--- src/rtl/seq_pkg.sv ---
package seq_pkg;
  localparam int OPC_W = 3;

  typedef enum logic [OPC_W-1:0] {
    OP_EMIT = 3'd0,
    OP_PUSH = 3'd1,
    OP_LOOP = 3'd2,
    OP_JMP  = 3'd3,
    OP_CALL = 3'd4,
    OP_RET  = 3'd5,
    OP_POP  = 3'd6,
    OP_END  = 3'd7
  } seq_op_e;
endpackage

--- src/rtl/seq_entry_fifo.sv ---
module seq_entry_fifo #(
  parameter int W     = 5,
  parameter int DEPTH = 8
) (
  input  logic         clk,
  input  logic         rst,
  input  logic         push,
  input  logic [W-1:0] wdata,
  input  logic         pop,
  output logic [W-1:0] rdata,
  output logic         empty,
  output logic         full
);
  localparam int PW = (DEPTH > 1) ? $clog2(DEPTH) : 1;
  localparam int CW = $clog2(DEPTH + 1);

  logic [W-1:0]  mem [DEPTH];
  logic [PW-1:0] wp, rp;
  logic [CW-1:0] cnt;
  logic          do_push, do_pop;

  function automatic logic [PW-1:0] wrap_inc(input logic [PW-1:0] p);
    return (p == PW'(DEPTH - 1)) ? '0 : p + PW'(1);
  endfunction

  assign empty   = (cnt == '0);
  assign full    = (cnt == CW'(DEPTH));
  assign do_push = push && !full;
  assign do_pop  = pop && !empty;
  assign rdata   = mem[rp];

  always_ff @(posedge clk) begin
    if (do_push) mem[wp] <= wdata;
  end

  always_ff @(posedge clk) begin
    if (rst) begin
      wp  <= '0;
      rp  <= '0;
      cnt <= '0;
    end else begin
      if (do_push) wp <= wrap_inc(wp);
      if (do_pop)  rp <= wrap_inc(rp);
      case ({do_push, do_pop})
        2'b10:   cnt <= cnt + CW'(1);
        2'b01:   cnt <= cnt - CW'(1);
        default: cnt <= cnt;
      endcase
    end
  end
endmodule

--- src/rtl/seq_stack.sv ---
module seq_stack #(
  parameter int W     = 9,
  parameter int DEPTH = 4,
  localparam int CW   = $clog2(DEPTH + 1)
) (
  input  logic          clk,
  input  logic          rst,
  input  logic          push,
  input  logic          pop,
  input  logic          wr_top,
  input  logic [W-1:0]  wdata,
  output logic [W-1:0]  top,
  output logic [CW-1:0] count,
  output logic          empty,
  output logic          full
);
  localparam int IW = (DEPTH > 1) ? $clog2(DEPTH) : 1;

  logic [W-1:0]  mem [DEPTH];
  logic [CW-1:0] sp;
  logic [IW-1:0] top_idx;

  assign top_idx = IW'(sp - CW'(1));
  assign empty   = (sp == '0);
  assign full    = (sp == CW'(DEPTH));
  assign count   = sp;
  assign top     = empty ? '0 : mem[top_idx];

  always_ff @(posedge clk) begin
    if (push && !full)        mem[IW'(sp)] <= wdata;
    else if (wr_top && !empty) mem[top_idx] <= wdata;
  end

  always_ff @(posedge clk) begin
    if (rst)                  sp <= '0;
    else if (push && !full)   sp <= sp + CW'(1);
    else if (pop && !empty)   sp <= sp - CW'(1);
  end
endmodule

--- src/rtl/seq_prog_mem.sv ---
module seq_prog_mem #(
  parameter int W     = 12,
  parameter int DEPTH = 32,
  localparam int AW   = $clog2(DEPTH)
) (
  input  logic          clk,
  input  logic          we,
  input  logic [AW-1:0] waddr,
  input  logic [W-1:0]  wdata,
  input  logic [AW-1:0] raddr,
  output logic [W-1:0]  rdata
);
  logic [W-1:0] mem [DEPTH];

  always_ff @(posedge clk) begin
    if (we) mem[waddr] <= wdata;
  end

  assign rdata = mem[raddr];
endmodule

--- src/rtl/seq_core.sv ---
module seq_core
  import seq_pkg::*;
#(
  parameter int INSTR_W     = 12,
  parameter int ROM_DEPTH   = 32,
  parameter int STACK_DEPTH = 4,
  parameter int FIFO_DEPTH  = 8,
  localparam int AW         = $clog2(ROM_DEPTH),
  localparam int DATA_W     = INSTR_W - OPC_W
) (
  input  logic               clk,
  input  logic               rst,
  input  logic               prog_we,
  input  logic [AW-1:0]      prog_addr,
  input  logic [INSTR_W-1:0] prog_data,
  input  logic               entry_push,
  input  logic [AW-1:0]      entry_addr,
  output logic               entry_full,
  output logic [DATA_W-1:0]  out_data,
  output logic               out_valid,
  output logic               idle,
  output logic               err
);
  localparam int SCW = $clog2(STACK_DEPTH + 1);

  logic [AW-1:0]      pc, pc_nx;
  logic               running;
  logic [INSTR_W-1:0] instr;
  seq_op_e            op;
  logic [DATA_W-1:0]  d;
  logic [AW-1:0]      tgt;

  logic               fifo_pop, fifo_empty, fifo_full;
  logic [AW-1:0]      fifo_head;

  logic               stk_push, stk_pop, stk_wr;
  logic [DATA_W-1:0]  stk_wdata, stk_top;
  logic [SCW-1:0]     stk_count;
  logic               stk_empty, stk_full;

  // named events for the checker
  logic               emit, is_end, ev_overflow, ev_underflow;

  function automatic logic loop_again(input logic [DATA_W-1:0] v);
    return (v - DATA_W'(1)) != '0;
  endfunction

  function automatic logic [DATA_W-1:0] ret_addr(input logic [AW-1:0] p);
    return DATA_W'(p + AW'(1));
  endfunction

  seq_prog_mem #(.W(INSTR_W), .DEPTH(ROM_DEPTH)) u_prog (
    .clk(clk), .we(prog_we), .waddr(prog_addr), .wdata(prog_data),
    .raddr(pc), .rdata(instr)
  );

  seq_entry_fifo #(.W(AW), .DEPTH(FIFO_DEPTH)) u_fifo (
    .clk(clk), .rst(rst), .push(entry_push), .wdata(entry_addr),
    .pop(fifo_pop), .rdata(fifo_head), .empty(fifo_empty), .full(fifo_full)
  );

  seq_stack #(.W(DATA_W), .DEPTH(STACK_DEPTH)) u_stack (
    .clk(clk), .rst(rst), .push(stk_push), .pop(stk_pop), .wr_top(stk_wr),
    .wdata(stk_wdata), .top(stk_top), .count(stk_count),
    .empty(stk_empty), .full(stk_full)
  );

  assign op  = seq_op_e'(instr[INSTR_W-1 -: OPC_W]);
  assign d   = instr[DATA_W-1:0];
  assign tgt = d[AW-1:0];

  always_comb begin
    pc_nx        = pc + AW'(1);
    stk_push     = 1'b0;
    stk_pop      = 1'b0;
    stk_wr       = 1'b0;
    stk_wdata    = d;
    emit         = 1'b0;
    is_end       = 1'b0;
    ev_overflow  = 1'b0;
    ev_underflow = 1'b0;
    if (running) begin
      unique case (op)
        OP_EMIT: emit = 1'b1;
        OP_PUSH: begin
          if (stk_full) ev_overflow = 1'b1;
          else          stk_push    = 1'b1;
        end
        OP_LOOP: begin
          if (stk_empty) ev_underflow = 1'b1;
          else if (loop_again(stk_top)) begin
            stk_wr    = 1'b1;
            stk_wdata = stk_top - DATA_W'(1);
            pc_nx     = tgt;
          end else stk_pop = 1'b1;
        end
        OP_JMP: pc_nx = tgt;
        OP_CALL: begin
          pc_nx = tgt;
          if (stk_full) ev_overflow = 1'b1;
          else begin
            stk_push  = 1'b1;
            stk_wdata = ret_addr(pc);
          end
        end
        OP_RET: begin
          if (stk_empty) ev_underflow = 1'b1;
          else begin
            stk_pop = 1'b1;
            pc_nx   = stk_top[AW-1:0];
          end
        end
        OP_POP: begin
          if (stk_empty) ev_underflow = 1'b1;
          else           stk_pop      = 1'b1;
        end
        OP_END: is_end = 1'b1;
      endcase
    end
    fifo_pop = (!running || is_end) && !fifo_empty;
    if (fifo_pop) pc_nx = fifo_head;
  end

  always_ff @(posedge clk) begin
    if (rst) begin
      pc        <= '0;
      running   <= 1'b0;
      out_valid <= 1'b0;
      out_data  <= '0;
      err       <= 1'b0;
    end else begin
      if (running || fifo_pop) pc <= pc_nx;
      if (fifo_pop)    running <= 1'b1;
      else if (is_end) running <= 1'b0;
      out_valid <= emit;
      if (emit) out_data <= d;
      if (ev_overflow || ev_underflow) err <= 1'b1;
    end
  end

  assign idle       = !running;
  assign entry_full = fifo_full;
endmodule

--- config.mk ---
export PLATFORM = sky130hd
export DESIGN_NAME = seq_core
export DESIGN_NICKNAME = d
export VERILOG_FILES = /design/src/rtl/seq_pkg.sv /design/src/rtl/seq_entry_fifo.sv /design/src/rtl/seq_stack.sv /design/src/rtl/seq_prog_mem.sv /design/src/rtl/seq_core.sv
export SDC_FILE = /design/constraint.sdc
export NUM_CORES = 1
export LEC_CHECK = 0
export BUFFER_PORTS_ARGS = -buffer_cell sky130_fd_sc_hd__buf_2
export CORE_ASPECT_RATIO = 1.2
export CORE_MARGIN = 5
export CORE_UTILIZATION = 58
export CTS_CLUSTER_DIAMETER = 150
export DETAILED_ROUTE_END_ITERATION = 6
export PLACE_DENSITY_LB_ADDON = 0.12
export RECOVER_POWER = 25
export SLEW_MARGIN = 20
export SYNTH_ARGS = -nofsm -noshare
export SYNTH_HDL_FRONTEND = slang
export SYNTH_HIERARCHICAL = 1
export SYNTH_SLANG_ARGS = --single-unit
--- constraint.sdc ---
create_clock -name clk -period 5.19 [get_ports clk]
set_clock_uncertainty 0.05 [all_clocks]
set_input_delay 0.2595 -clock clk [delete_from_list [all_inputs] [get_ports clk]]
set_output_delay 0.2595 -clock clk [all_outputs]
set_load 0.02 [all_outputs]
# Word-level counts from Yosys, hierarchy flattened

Memory sizes are Yosys's and may differ from the RTL's. A register that Yosys moved wholly into a read port is not among the register bits.
Index checks and enable logic that the tools add are counted.

Register bits: 30
RAM bits: 460
Output and inout bits: 13
Logic and storage cells: 117
Memories: 3

Memory list:

| name        | words | bits a word | read ports | clocked after Yosys merged registers in | wr ports | line                 | RTL |
|---|---|---|---|---|---|---|---|
| u_prog.mem  | 32    | 12          | 1          | 1                                       | 1        | seq_prog_mem.sv:13   | `logic [W-1:0] mem [DEPTH];` |
| u_fifo.mem  | 8     | 5           | 1          | 1                                       | 1        | seq_entry_fifo.sv:17 | `logic [W-1:0] mem [DEPTH];` |
| u_stack.mem | 4     | 9           | 1          | 0                                       | 1        | seq_stack.sv:19      | `logic [W-1:0] mem [DEPTH];` |

$add $sub $neg: 9
Equal/unequal tests: 13
Multiplexer cells: 57
Reduce and logical (&&, ||, !) cells: 26

Operators by type and width:

| cell                                              | count |
|---|---|
| 2-to-1 mux 9 bit                                  | 6 |
| 2-to-1 mux 5 bit                                  | 7 |
| 2-to-1 mux 1 bit                                  | 33 |
| == test 3 bit (second input constant)             | 7 |
| 2-to-1 mux 3 bit                                  | 6 |
| case mux 9 bit (2 select lines)                   | 1 |
| case mux 5 bit (3 select lines)                   | 1 |
| adder 3 x 1 -> 3 bit (second input constant)      | 3 |
| nonzero test 9 bit                                | 1 |
| OR reduction 9 bit                                | 1 |
| subtractor 9 x 1 -> 9 bit (second input constant) | 1 |
| case mux 4 bit (2 select lines)                   | 1 |
| adder 5 x 1 -> 6 bit (second input constant)      | 1 |
| == test 3 x 2 -> 1 bit (second input constant)    | 2 |
| logical AND 1 bit                                 | 6 |
| logical NOT 3 bit                                 | 2 |
| nonzero test 2 bit                                | 3 |
| OR reduction 2 bit                                | 3 |
| adder 5 x 1 -> 5 bit (second input constant)      | 1 |
| logical NOT 1 bit                                 | 5 |
| adder 4 x 1 -> 4 bit (second input constant)      | 1 |
| == test 4 bit (second input constant)             | 1 |
| logical NOT 4 bit                                 | 1 |
| subtractor 4 x 1 -> 4 bit (second input constant) | 1 |
| other kinds (8)                                   | 10 |

# Longest topological paths before layout

An unclocked memory read counts as a cell.

Depth in word-level cells: 15
Mapped depth: 22

# Modules after synthesis

Netlist, hierarchy kept.

Modules (own cells, without submodules):

| module         | instances | cells an instance | area an instance (µm²) |
|---|---|---|---|
| seq_prog_mem   | 1         | 856               | 15228.4 |
| seq_entry_fifo | 1         | 135               | 2184.6 |
| seq_stack      | 1         | 103               | 1727.9 |
| seq_core       | 1         | 232               | 1646.6 |

# Worst setup path after synthesis

Ideal clock, no wire load.

Kind: flip-flop to flip-flop
Start point: register u_stack.sp[0] (netlist: u_stack/count[0])
End point: memory u_stack.mem[2][0] (netlist: u_stack/mem[1][0]), enable pin
Library setup time: 387 ps
Data arrival time: 3652 ps
Required time: 4753 ps
Slack: 1101 ps
Cell stages (with the launch flop): 19
Path through: dfxtp_1 -> buf_6 -> buf_8 -> inv_1 -> ha_1 -> buf_2 -> mux4_1 -> and2_1 -> inv_1 -> ha_1 -> buf_2 -> o21bai_1 -> o21ai_0 -> mux2_2 -> and2_4 -> nand2b_4 -> inv_2 -> nand4_1 -> o21ai_0

Longest elaborated chain between the ends: 15
Elaborated cells on any way between the ends: 26
Classes of those cells: 2 x add/sub; 1 x eq/ne; 15 x mux; 7 x reduce/logical; 1 x memory

Ends and longest elaborated chain:

| what                                                                  | line            | RTL |
|---|---|---|
| start, declared                                                       | seq_stack.sv:20 | `logic [CW-1:0] sp;` |
| start signal, assigned                                                | seq_stack.sv:36 | `else if (push && !full) sp <= sp + CW'(1);` |
| start signal, assigned                                                | seq_stack.sv:37 | `else if (pop && !empty) sp <= sp - CW'(1);` |
| subtractor 3 x 1 -> 3 bit                                             | n/a             |  |
| memory (4 x 9 bit)                                                    | n/a             |  |
| 2-to-1 mux 9 bit *                                                    | seq_stack.sv:27 | `assign top = empty ? '0 : mem[top_idx];` |
| net stk_top[0]                                                        | seq_core.sv:37  | `logic [DATA_W-1:0] stk_wdata, stk_top;` |
| subtractor 9 x 1 -> 9 bit *                                           | seq_core.sv:45  | `return (v - DATA_W'(1)) != '0;` |
| nonzero test 9 bit *                                                  | seq_core.sv:45  |  |
| 2-to-1 mux 1 bit *                                                    | seq_core.sv:91  | `else if (loop_again(stk_top)) begin` |
| 2-to-1 mux 1 bit *                                                    | seq_core.sv:90  | `if (stk_empty) ev_underflow = 1'b1;` |
| 2-to-1 mux 1 bit *                                                    | seq_core.sv:83  | `unique case (op)` |
| 2-to-1 mux 1 bit *                                                    | seq_core.sv:82  | `if (running) begin` |
| net stk_wr                                                            | seq_core.sv:36  | `logic stk_push, stk_pop, stk_wr;` |
| logical AND 1 bit *                                                   | seq_stack.sv:31 | `else if (wr_top && !empty) mem[top_idx] <= wdata;` |
| 2-to-1 mux 1 bit *                                                    | seq_stack.sv:31 |  |
| 2-to-1 mux 1 bit *                                                    | seq_stack.sv:30 | `if (push && !full) mem[IW'(sp)] <= wdata;` |
| 2-to-1 mux 1 bit (implied by the code) *                              | seq_stack.sv:31 |  |
| OR reduction 9 bit (no line)                                          | n/a             |  |
| 2-to-1 mux 2 bit (no line) / 2-to-1 mux 1 bit (equally long branches) | n/a             |  |
| end, declared                                                         | seq_stack.sv:19 |  |

Mark *: on every way through the listed nets, which the timed path passes. The rest lies on a longest branch.

==> summary by stage <==
Worst setup path
The element type at the critical path end is a flop. Of all nets on the critical path, the largest fanout is 33. The startpoint kind of the worst setup timing path is a flop. The required time of the critical path is 5.62 ns. The critical setup path kind is flop to flop. Setup slack on the worst reg-to-reg path comes out at between 0.6 and 0.7 ns. The data arrival time of the critical path is about 5.0 ns.

Place
Input and output buffers added on the ports amount to 38. Summed over all nets, the half-perimeter wirelength after detailed placement is 30200 um. At the end of routability-driven placement, the weighted congestion stood at approximately 0.95.

CTS
The clock-pin slew on the worst setup and hold paths is approximately 0.06 ns. The sink count of the clock tree is roughly 500. The clock tree synthesis step divided the H-tree into 2 levels. The root buffer cell chosen for the clock tree is clkbuf_16. For the worst-skew pair, the clock arrives at the later sink with an insertion delay of ~0.57 ns. Counting the buffers created by CTS gives 49. The clock passes through at most 3 buffers. TritonCTS built the clock tree.

Route
For this block, the routed nets add up to ~47000 um of wire. After detailed routing, the number of remaining DRC violations is 0. The first detailed-routing pass took 6 iterations. The routed wirelength normalized by instance count is between 20 and 30 um.

The detailed router finished its first iteration with ~1200 violations. The number of routed nets with antenna violations is 0. Dividing the detail-routed via count by the number of cells gives slightly above 6.

Across all layers, the routed design uses 11723 vias.

Synth
The dominant cell by count in the synthesized netlist is edfxtp_1. The number of synthesized flops with an enable pin is 460. The total of warnings raised by yosys is 6.

For this run, the leading register cell type out of synthesis is edfxtp_1. Synthesis produced 1326 cells. After synthesis the netlist holds a flip-flop and latch count of ~490. The top cell type by area accounts for about two thirds of the synthesized area.

For this run, asynchronously set or reset flops after synthesis account for 0%. In this run, distinct cell masters in the synthesized netlist total between 70 and 80. Ranked by instance count, the synthesized netlist is headed by edfxtp_1 (460), mux2i_1 (199), nand2_1 (71).

The share of synthesized area occupied by flip-flops and latches is between 60% and 70%. The net count after synthesis is 1365. The area of the mapped netlist is just over 0.02 mm2. The biggest area contributor in the post-synthesis netlist is edfxtp_1. The mean instance size in the synthesized netlist is roughly 16 um2. Ranked by total cell area, the synthesized netlist is headed by edfxtp_1 (66%), mux2i_1 (9.6%), dfxtp_1 (3.2%).

Global routing
The first global-routing pass estimated between 70000 and 80000 um of wire. Entering global routing, the biggest net connects between 40 and 50 pins. The total overflow left after global routing is 0. The via count of the first global-routing pass was 11662. The number of antenna violations at the first check in global routing is 0. The global-route usage over all layers is between 20% and 30%.

Die
The die footprint is around 0.040 mm2. The width of the die is ~180 um. The number of cell rows is 76. The vertical die dimension is 217 um.

The initial utilization of the core area, before any placement, comes to 58.3%. The core region is approximately 0.036 mm2. In this run the count of I/O pins placed on the die edge is 39.

Job
Across the run, the number of max-cap violations was 9.

Power
The analysis attributes to cell leakage a power of ~7.5 nW. The peak ir drop on the vdd network is between 0.3 and 0.4 mV. The total power divided by cell area is 474 mW/mm2.

Layout
The multi-input combinational cells in the finished layout cover a total of 0.00580 mm2. Registers take 0.0145 mm2. Cells with a size suffix above 1 make up approximately an eighth of the layout. After filler insertion, the fill cell instance count of the layout stands at ~2600. The final cell utilization of the core is 64.0%. 0 antenna diodes ended up in the layout. The layout overhead on the synthesized area is 9.85%. The net count reported at finish is 1420.

Timing
Derived from the worst setup path, the maximum achievable clock frequency is 0.220 GHz. The final count of pins violating max slew is about 300. Setup violations remaining at the end of the flow were counted as 0. The relative slew slack is -20.3%. For the pin with the worst max-slew slack, the measured transition is approximately 1.8 ns.

The share of the cycle needed by the critical path after routing is between 80% and 90%. After routing, the total negative slack on setup checks comes to 0 ns. Setup repair after global routing left no endpoint under its margin. The final period demand of the worst path is approximately 4.5 ns. The hold violation count in the final report came to 0.

Run status
The checks that failed: max-capacitance violations, max-slew violations. The flow ran to the end, but the final reports show violations.

Worst hold path
The path class of the tightest hold or removal check is primary input to flop.
==> placed cells by master (no fill, tap or decap), drive strengths merged, types with 33 or more instances in the layout <==
| cell type | n |
|---|---|
| nand2 | 71 |
| nor2 | 70 |
| a22oi | 55 |
| buf | 58 |
| a21oi | 53 |
| edfxtp | 460 |
| nand3 | 34 |
| dfxtp | 33 |
| mux2i | 199 |
| clkbuf | 67 |
==> registers in the layout, summed over array words and instances, names as in the netlist, named ones only <==
signal and flops:
err 1, out_data 9, out_valid 1, pc 5
running 1, u_fifo/cnt 4, u_fifo/mem 40, u_fifo/rp 3
u_fifo/wp 3, u_prog/mem 384, u_stack/count 3, u_stack/mem 36
==> critical path, cell delays in order, from the launching register on <==
cell and delay [ns]:
dfxtp_1 0.62, nor2b_4 0.52, buf_4 0.46, a22oi_1 0.16, nand4_1 0.13, nand3_1 0.26, inv_1 0.21, o31ai_1 0.11
nand2b_1 0.16, inv_1 0.11, o41ai_2 0.12, inv_1 0.16, ha_1 0.28, xor2_1 0.16, ha_1 0.19, a21oi_1 0.17
xor2_1 0.10, or3_1 0.31, a21oi_1 0.15
==> cell type report <==
type / instances / share of cell area [%]
clock inverter: 27 / 0.745
inverter: 18 / 0.296
multi-input combinational: 746 / 25.4
tap: 468 / 2.56
clock buffer: 57 / 5.50
timing repair buffer: 73 / 2.09
sequential: 493 / 63.4
==> through the flow <==
stage          hold WS, ns  power, mW  instance area (um2)  setup WS [ns]  instances
2_1_floorplan        0.279       6.91                20800           1.10       1326
3_3_place_gp         0.391       7.66                21300          0.706       1793
3_5_place_dp         0.393       7.67                21300          0.777       1793
4_1_cts              0.140       10.9                22800          0.690       1882
5_1_grt              0.179       11.3                22800          0.236       1882
6_report             0.163       10.8                22800          0.654       1882
==> worst paths after layout <==
path / end / depth (start not counted) / startpoint
setup / recovery: u_fifo/cnt[2] / 18 / pc[1]
setup reg to reg: u_fifo/cnt[2] / 18 / pc[1]
hold / removal: u_fifo/wp[2] / 2 / rst
hold reg to reg: out_data[0] / 2 / out_data[0]
==> repair_timing <==
item,4_1_cts,5_1_grt
buffers inserted,0,0
hold buffers,5,0
resized for setup,0,0
setup endpoints to repair,0,0
endpoints found under the hold margin,40,0
==> logic make-up after synthesis <==
kind of cell	count (synthesis)	share of synthesized area, %
flip-flops	493	69.6
AND/OR/NAND/NOR	283	6.86
buffers and inverters	87	2.86
AO/OA/AOI/OAI	208	6.98
multiplexers	226	12.2
adder cells (fa/ha/maj)	13	0.782
XOR/XNOR	16	0.674
==> per-layer routing <==
metal / track usage, % / vias to the layer above / wire (um)
met5: 0 / - / 0
met4: 8.00 / 0 / 1500
met3: 3.08 / 97 / 2330
met2: 42.0 / 404 / 24800
met1: 30.7 / 5899 / 18500
li1: - / 5323 / -
==> power by group <==
part / switching [mW] / total, mW / internal, mW
registers: 0.155 / 4.72 / 4.56
logic: 1.83 / 2.92 / 1.09
clock network: 1.42 / 3.20 / 1.78
Power figures use the tool's default switching activity.
